File: config.mk
export PLATFORM = sky130hd
export DESIGN_NAME = keyguard_cfg_reg
export DESIGN_NICKNAME = d
export VERILOG_FILES = /design/src/rtl/kgcfg_pkg.sv /design/src/rtl/kgcfg_key_gate.sv /design/src/rtl/kgcfg_store.sv /design/src/rtl/kgcfg_readback.sv /design/src/rtl/keyguard_cfg_reg.sv
export SDC_FILE = /design/constraint.sdc
export NUM_CORES = 1
export LEC_CHECK = 0
export BUFFER_PORTS_ARGS = -buffer_cell sky130_fd_sc_hd__buf_2
export CORE_ASPECT_RATIO = 0.75
export CORE_MARGIN = 4
export CORE_UTILIZATION = 31
export DETAILED_ROUTE_END_ITERATION = 6
export GPL_ROUTABILITY_DRIVEN = 0
export PLACE_DENSITY_LB_ADDON = 0.15
export REMOVE_ABC_BUFFERS = 1
export SLEW_MARGIN = 20
export SYNTH_ARGS = -nofsm -noshare
export SYNTH_HDL_FRONTEND = slang
export SYNTH_SLANG_ARGS = --single-unit
File: constraint.sdc
create_clock -name clk -period 0.85 [get_ports clk]
set_clock_uncertainty 0.05 [all_clocks]
set_input_delay 0.1275 -clock clk [delete_from_list [all_inputs] [get_ports clk]]
set_output_delay 0.1275 -clock clk [all_outputs]
set_load 0.01 [all_outputs]
File: src/rtl/kgcfg_pkg.sv
package kgcfg_pkg;

  localparam int WORD_W = 32;
  localparam int KEY_W  = 8;
  localparam int CFG_W  = WORD_W - KEY_W;

  typedef enum logic [0:0] {
    LAYOUT_ATEST  = 1'b0,
    LAYOUT_SUPMON = 1'b1
  } layout_e;

  localparam logic [WORD_W-1:0] KEY_FIELD = {{KEY_W{1'b1}}, {CFG_W{1'b0}}};

  function automatic logic [WORD_W-1:0] writable_bits(layout_e lay);
    logic [WORD_W-1:0] m;
    case (lay)
      LAYOUT_ATEST:  m = 32'h0000_01FF;
      LAYOUT_SUPMON: m = 32'h000F_0F03;
      default:       m = '0;
    endcase
    return m & ~KEY_FIELD;
  endfunction

  function automatic logic [WORD_W-1:0] reset_word(layout_e lay);
    logic [WORD_W-1:0] r;
    case (lay)
      LAYOUT_ATEST:  r = 32'h0000_000F;
      default:       r = '0;
    endcase
    return r & writable_bits(lay);
  endfunction

endpackage

File: src/rtl/kgcfg_key_gate.sv
module kgcfg_key_gate #(
  parameter int                 KEY_W = 8,
  parameter logic [KEY_W-1:0]   KEY   = 8'h5A
) (
  input  logic             clk,
  input  logic             rst_n,
  input  logic             sel,
  input  logic             wr_en,
  input  logic [KEY_W-1:0] key_byte,
  output logic             wr_go,
  output logic             rej_pulse
);

  logic strobe;
  logic key_ok;

  assign strobe = sel & wr_en;
  assign key_ok = (key_byte == KEY);
  assign wr_go  = strobe & key_ok;

  always_ff @(posedge clk or negedge rst_n) begin
    if (!rst_n) rej_pulse <= 1'b0;
    else        rej_pulse <= strobe & ~key_ok;
  end

endmodule

File: src/rtl/kgcfg_store.sv
module kgcfg_store #(
  parameter int                WORD_W    = 32,
  parameter logic [WORD_W-1:0] WMASK     = '0,
  parameter logic [WORD_W-1:0] RSTV      = '0,
  parameter logic [WORD_W-1:0] LOCK_MASK = '0
) (
  input  logic              clk,
  input  logic              rst_n,
  input  logic              wr_go,
  input  logic              glock,
  input  logic [WORD_W-1:0] wr_data,
  output logic [WORD_W-1:0] q
);

  logic unused_rsv;
  assign unused_rsv = ^(wr_data & ~WMASK);

  for (genvar i = 0; i < WORD_W; i++) begin : g_bit
    if (WMASK[i]) begin : g_rw
      logic hold;
      logic bit_q;
      assign hold = glock & LOCK_MASK[i];
      always_ff @(posedge clk or negedge rst_n) begin
        if (!rst_n)              bit_q <= RSTV[i];
        else if (wr_go && !hold) bit_q <= wr_data[i];
      end
      assign q[i] = bit_q;
    end else begin : g_rsv
      assign q[i] = 1'b0;
    end
  end

endmodule

File: src/rtl/kgcfg_readback.sv
module kgcfg_readback #(
  parameter int                WORD_W = 32,
  parameter int                KEY_W  = 8,
  parameter logic [WORD_W-1:0] WMASK  = '0
) (
  input  logic [WORD_W-1:0]       q,
  output logic [WORD_W-1:0]       rd_data,
  output logic [WORD_W-KEY_W-1:0] cfg_q
);

  localparam int CFG_W = WORD_W - KEY_W;

  logic [WORD_W-1:0] visible;
  assign visible = q & WMASK;
  assign rd_data = {{KEY_W{1'b0}}, visible[CFG_W-1:0]};
  assign cfg_q   = visible[CFG_W-1:0];

  logic unused_top;
  assign unused_top = ^visible[WORD_W-1:CFG_W];

endmodule

File: src/rtl/keyguard_cfg_reg.sv
module keyguard_cfg_reg
  import kgcfg_pkg::*;
#(
  parameter layout_e           LAYOUT    = LAYOUT_ATEST,
  parameter logic [KEY_W-1:0]  KEY       = 8'h5A,
  parameter logic [WORD_W-1:0] LOCK_MASK = 32'h0000_0100
) (
  input  logic              clk,
  input  logic              rst_n,
  input  logic              sel,
  input  logic              wr_en,
  input  logic [WORD_W-1:0] wr_data,
  input  logic              glock,
  output logic [WORD_W-1:0] rd_data,
  output logic [CFG_W-1:0]  cfg_q,
  output logic              key_reject
);

  localparam logic [WORD_W-1:0] WMASK = writable_bits(LAYOUT);
  localparam logic [WORD_W-1:0] RSTV  = reset_word(LAYOUT);

  logic              wr_go;
  logic [WORD_W-1:0] q;

  kgcfg_key_gate #(.KEY_W(KEY_W), .KEY(KEY)) u_gate (
    .clk       (clk),
    .rst_n     (rst_n),
    .sel       (sel),
    .wr_en     (wr_en),
    .key_byte  (wr_data[WORD_W-1:CFG_W]),
    .wr_go     (wr_go),
    .rej_pulse (key_reject)
  );

  kgcfg_store #(
    .WORD_W(WORD_W), .WMASK(WMASK), .RSTV(RSTV), .LOCK_MASK(LOCK_MASK & WMASK)
  ) u_store (
    .clk     (clk),
    .rst_n   (rst_n),
    .wr_go   (wr_go),
    .glock   (glock),
    .wr_data (wr_data),
    .q       (q)
  );

  kgcfg_readback #(.WORD_W(WORD_W), .KEY_W(KEY_W), .WMASK(WMASK)) u_rb (
    .q       (q),
    .rd_data (rd_data),
    .cfg_q   (cfg_q)
  );

endmodule

==> flow_summary.json <==
{
  "port_buffers": 40,
  "maxCapViolations": 0,
  "core_area_um2": 2640,
  "pre_cts_ws_ns": -0.600,
  "p_sw_mw": 0.318,
  "core.rowCount": 16,
  "numCtsBuffers": 3,
  "insertion_delay_ns": 0.23,
  "max_stage_delay_ns": 0.38,
  "hold_viol_final": 0,
  "whs_ns": 0.0792,
  "post-route-period-util_pct": 139,
  "wl_per_cell_um": 9.95,
  "sw_frac_of_total_pct": 24.1,
  "setup_ws_ns": -0.331,
  "drt_wl_total_um": 1520,
  "min_path_type": "in2reg",
  "required_ns": 0.91,
  "synthCells": 84,
  "crit_path_top_delay_cell": "or3_1",
  "final_layout_size_suffix_gt1_share_pct": 57.3,
  "fin_crit_ns": 1.18,
  "final_common_cell": "conb_1",
  "total_power_mw": 1.32,
  "p_leak_nw": 0.616,
  "path_delay_family": "simple AND/OR/NAND/NOR gates",
  "cts.sinks": 10,
  "syn_to_final_growth_pct": 19.9,
  "fp.dieH_um": 53.8,
  "status": "finished, violations left",
  "internal_power_mw": 1.00,
  "syn_avg_cell_area_um2": 10.3,
  "pwr-share-clk_pct": 43.5,
  "crit_fanout": 8,
  "crit_buf_inv": 2,
  "cts.htree.levels": 1,
  "slew_viol_final": 0,
  "antenna_found_initial": 0,
  "peakVddDrop_mv": 0.479,
  "synth_cell_types": 12,
  "ys_seq_area_share_pct": 29.4,
  "power_density_nw_per_um2": 1270,
  "drt_iter0_drc": 9,
  "fin_util_pct": 39.4,
  "power_frac_comb_pct": 18.3,
  "violations": "setup timing",
  "vias": 521,
  "grt_setup_unrepaired": "true",
  "grt_pass1_wl_um": 2110,
  "power_frac_seq_pct": 38.2,
  "finalSetupViolCount": 28,
  "dp_hpwl_um": 1170,
  "root_buffer": "clkbuf_8",
  "path_clk_slew_ns": 0.05,
  "tritoncts": "done",
  "synth-seq-cells": 10,
  "start_util_pct": 32.9,
  "ios": 94,
  "routed_via_density": 3.41,
  "ant_nets": 0,
  "cp-end-kind": "flop",
  "die_width_um": 69.1,
  "dieArea_um2": 3720,
  "fin_nets": 155,
  "netlist_area_um2": 868,
  "yosysWarnings": 0,
  "grt_pass1_vias": 447,
  "path_cells": "buf_6 -> nand4bb_1 -> or3_1 -> buf_6 -> mux2_4",
  "grt_usage_pct": 7.56,
  "final_cell_mix": "conb_1, buf_2, buf_6, mux2_4, buf_4",
  "tns_ns": -5.23,
  "globalRouteOverflowTotal": 0,
  "crit_path_start_kind": "input port",
  "critPathKind": "in2reg",
  "drt-pass1-iter-count": 2,
  "crit_path_frequent_cell": "buf_6",
  "clk_path_buf_depth": 2,
  "remaining_drc_errors": 0,
  "max_freq_mhz": 847,
  "num_antenna_cells": 0,
  "crit_arrival_ns": 1.24,
  "grt_max_degree": 11
}
==> sequential cells by signal, summed over array words and instances (netlist names) <==
name                      cells
u_gate.rej_pulse              1
u_store.g_bit.g_rw.bit_q      9
==> layout make-up <==
type                       instances  area, um2
tap                               36       45.0
clock buffer                       4       55.1
multi-input combinational         54        355
fill                             277       1600
timing repair buffer              49        330
sequential                        10        255
==> power by group through the flow <==
stage               registers (mW)  logic [mW]  clock network [mW]
floorplan                    0.524      0.0973                   0
global placement             0.510       0.199                   0
detailed placement           0.510       0.199                   0
CTS                          0.506       0.226               0.603
global route                 0.507       0.265               0.635
finish                       0.506       0.241               0.575
==> cell families after synthesis <==
logic type,synth area share [%]
buffers and inverters,49.7
flip-flops,29.4
multiplexers,15.1
other,0.432
AND/OR/NAND/NOR,5.33
==> synth_stat cells, drive strengths merged <==
master	number	area, um2
buf	57	432
mux2	9	131
dfrtp	6	150
dfstp	4	105
nand4bb	2	22.5
nor2	2	7.51
conb	1	3.75
nand2	1	3.75
nor4	1	6.26
or3	1	6.26
==> per-layer routing <==
metal | up-vias | global-route usage [%] | routed length [um]
li1 | 238 | - | -
met1 | 240 | 7.23 | 480
met2 | 43 | 14.7 | 817
met3 | 0 | 4.48 | 225
met4 | 0 | 0.974 | 0
met5 | - | 0 | 0
==> path summary, 6_finish.rpt <==
check | start | end | slack [ns] | cells after the start
worst max-delay path | wr_data[26] | u_store.g_bit[4].g_rw.bit_q | -0.33 | 5
worst min-delay path | wr_data[8] | u_store.g_bit[8].g_rw.bit_q | 0.08 | 2
worst max register to register | u_store.g_bit[7].g_rw.bit_q | u_store.g_bit[7].g_rw.bit_q | -0.08 | 2
worst min register to register | u_store.g_bit[5].g_rw.bit_q | u_store.g_bit[5].g_rw.bit_q | 0.47 | 1
max in group asynchronous | rst_n | u_store.g_bit[3].g_rw.bit_q | 0.25 | 2
min in group asynchronous | rst_n | u_gate.rej_pulse | 0.25 | 2
==> metrics by stage <==
step | instances | cell area [um2]
after floorplan | 64 | 576
after global placement | 144 | 851
after detailed placement | 144 | 851
after CTS | 151 | 1010
after global routing | 153 | 1040
final | 153 | 1040
==> repair_timing <==
action,in CTS,in global routing
hold buffers,1,0
setup endpoints to repair,28,28
gates resized for setup,13,1
pin swaps,0,1
hold endpoints to repair,10,0
cloned,0,0
setup buffers,2,2
No activity file was read; power rests on OpenSTA's default activity.
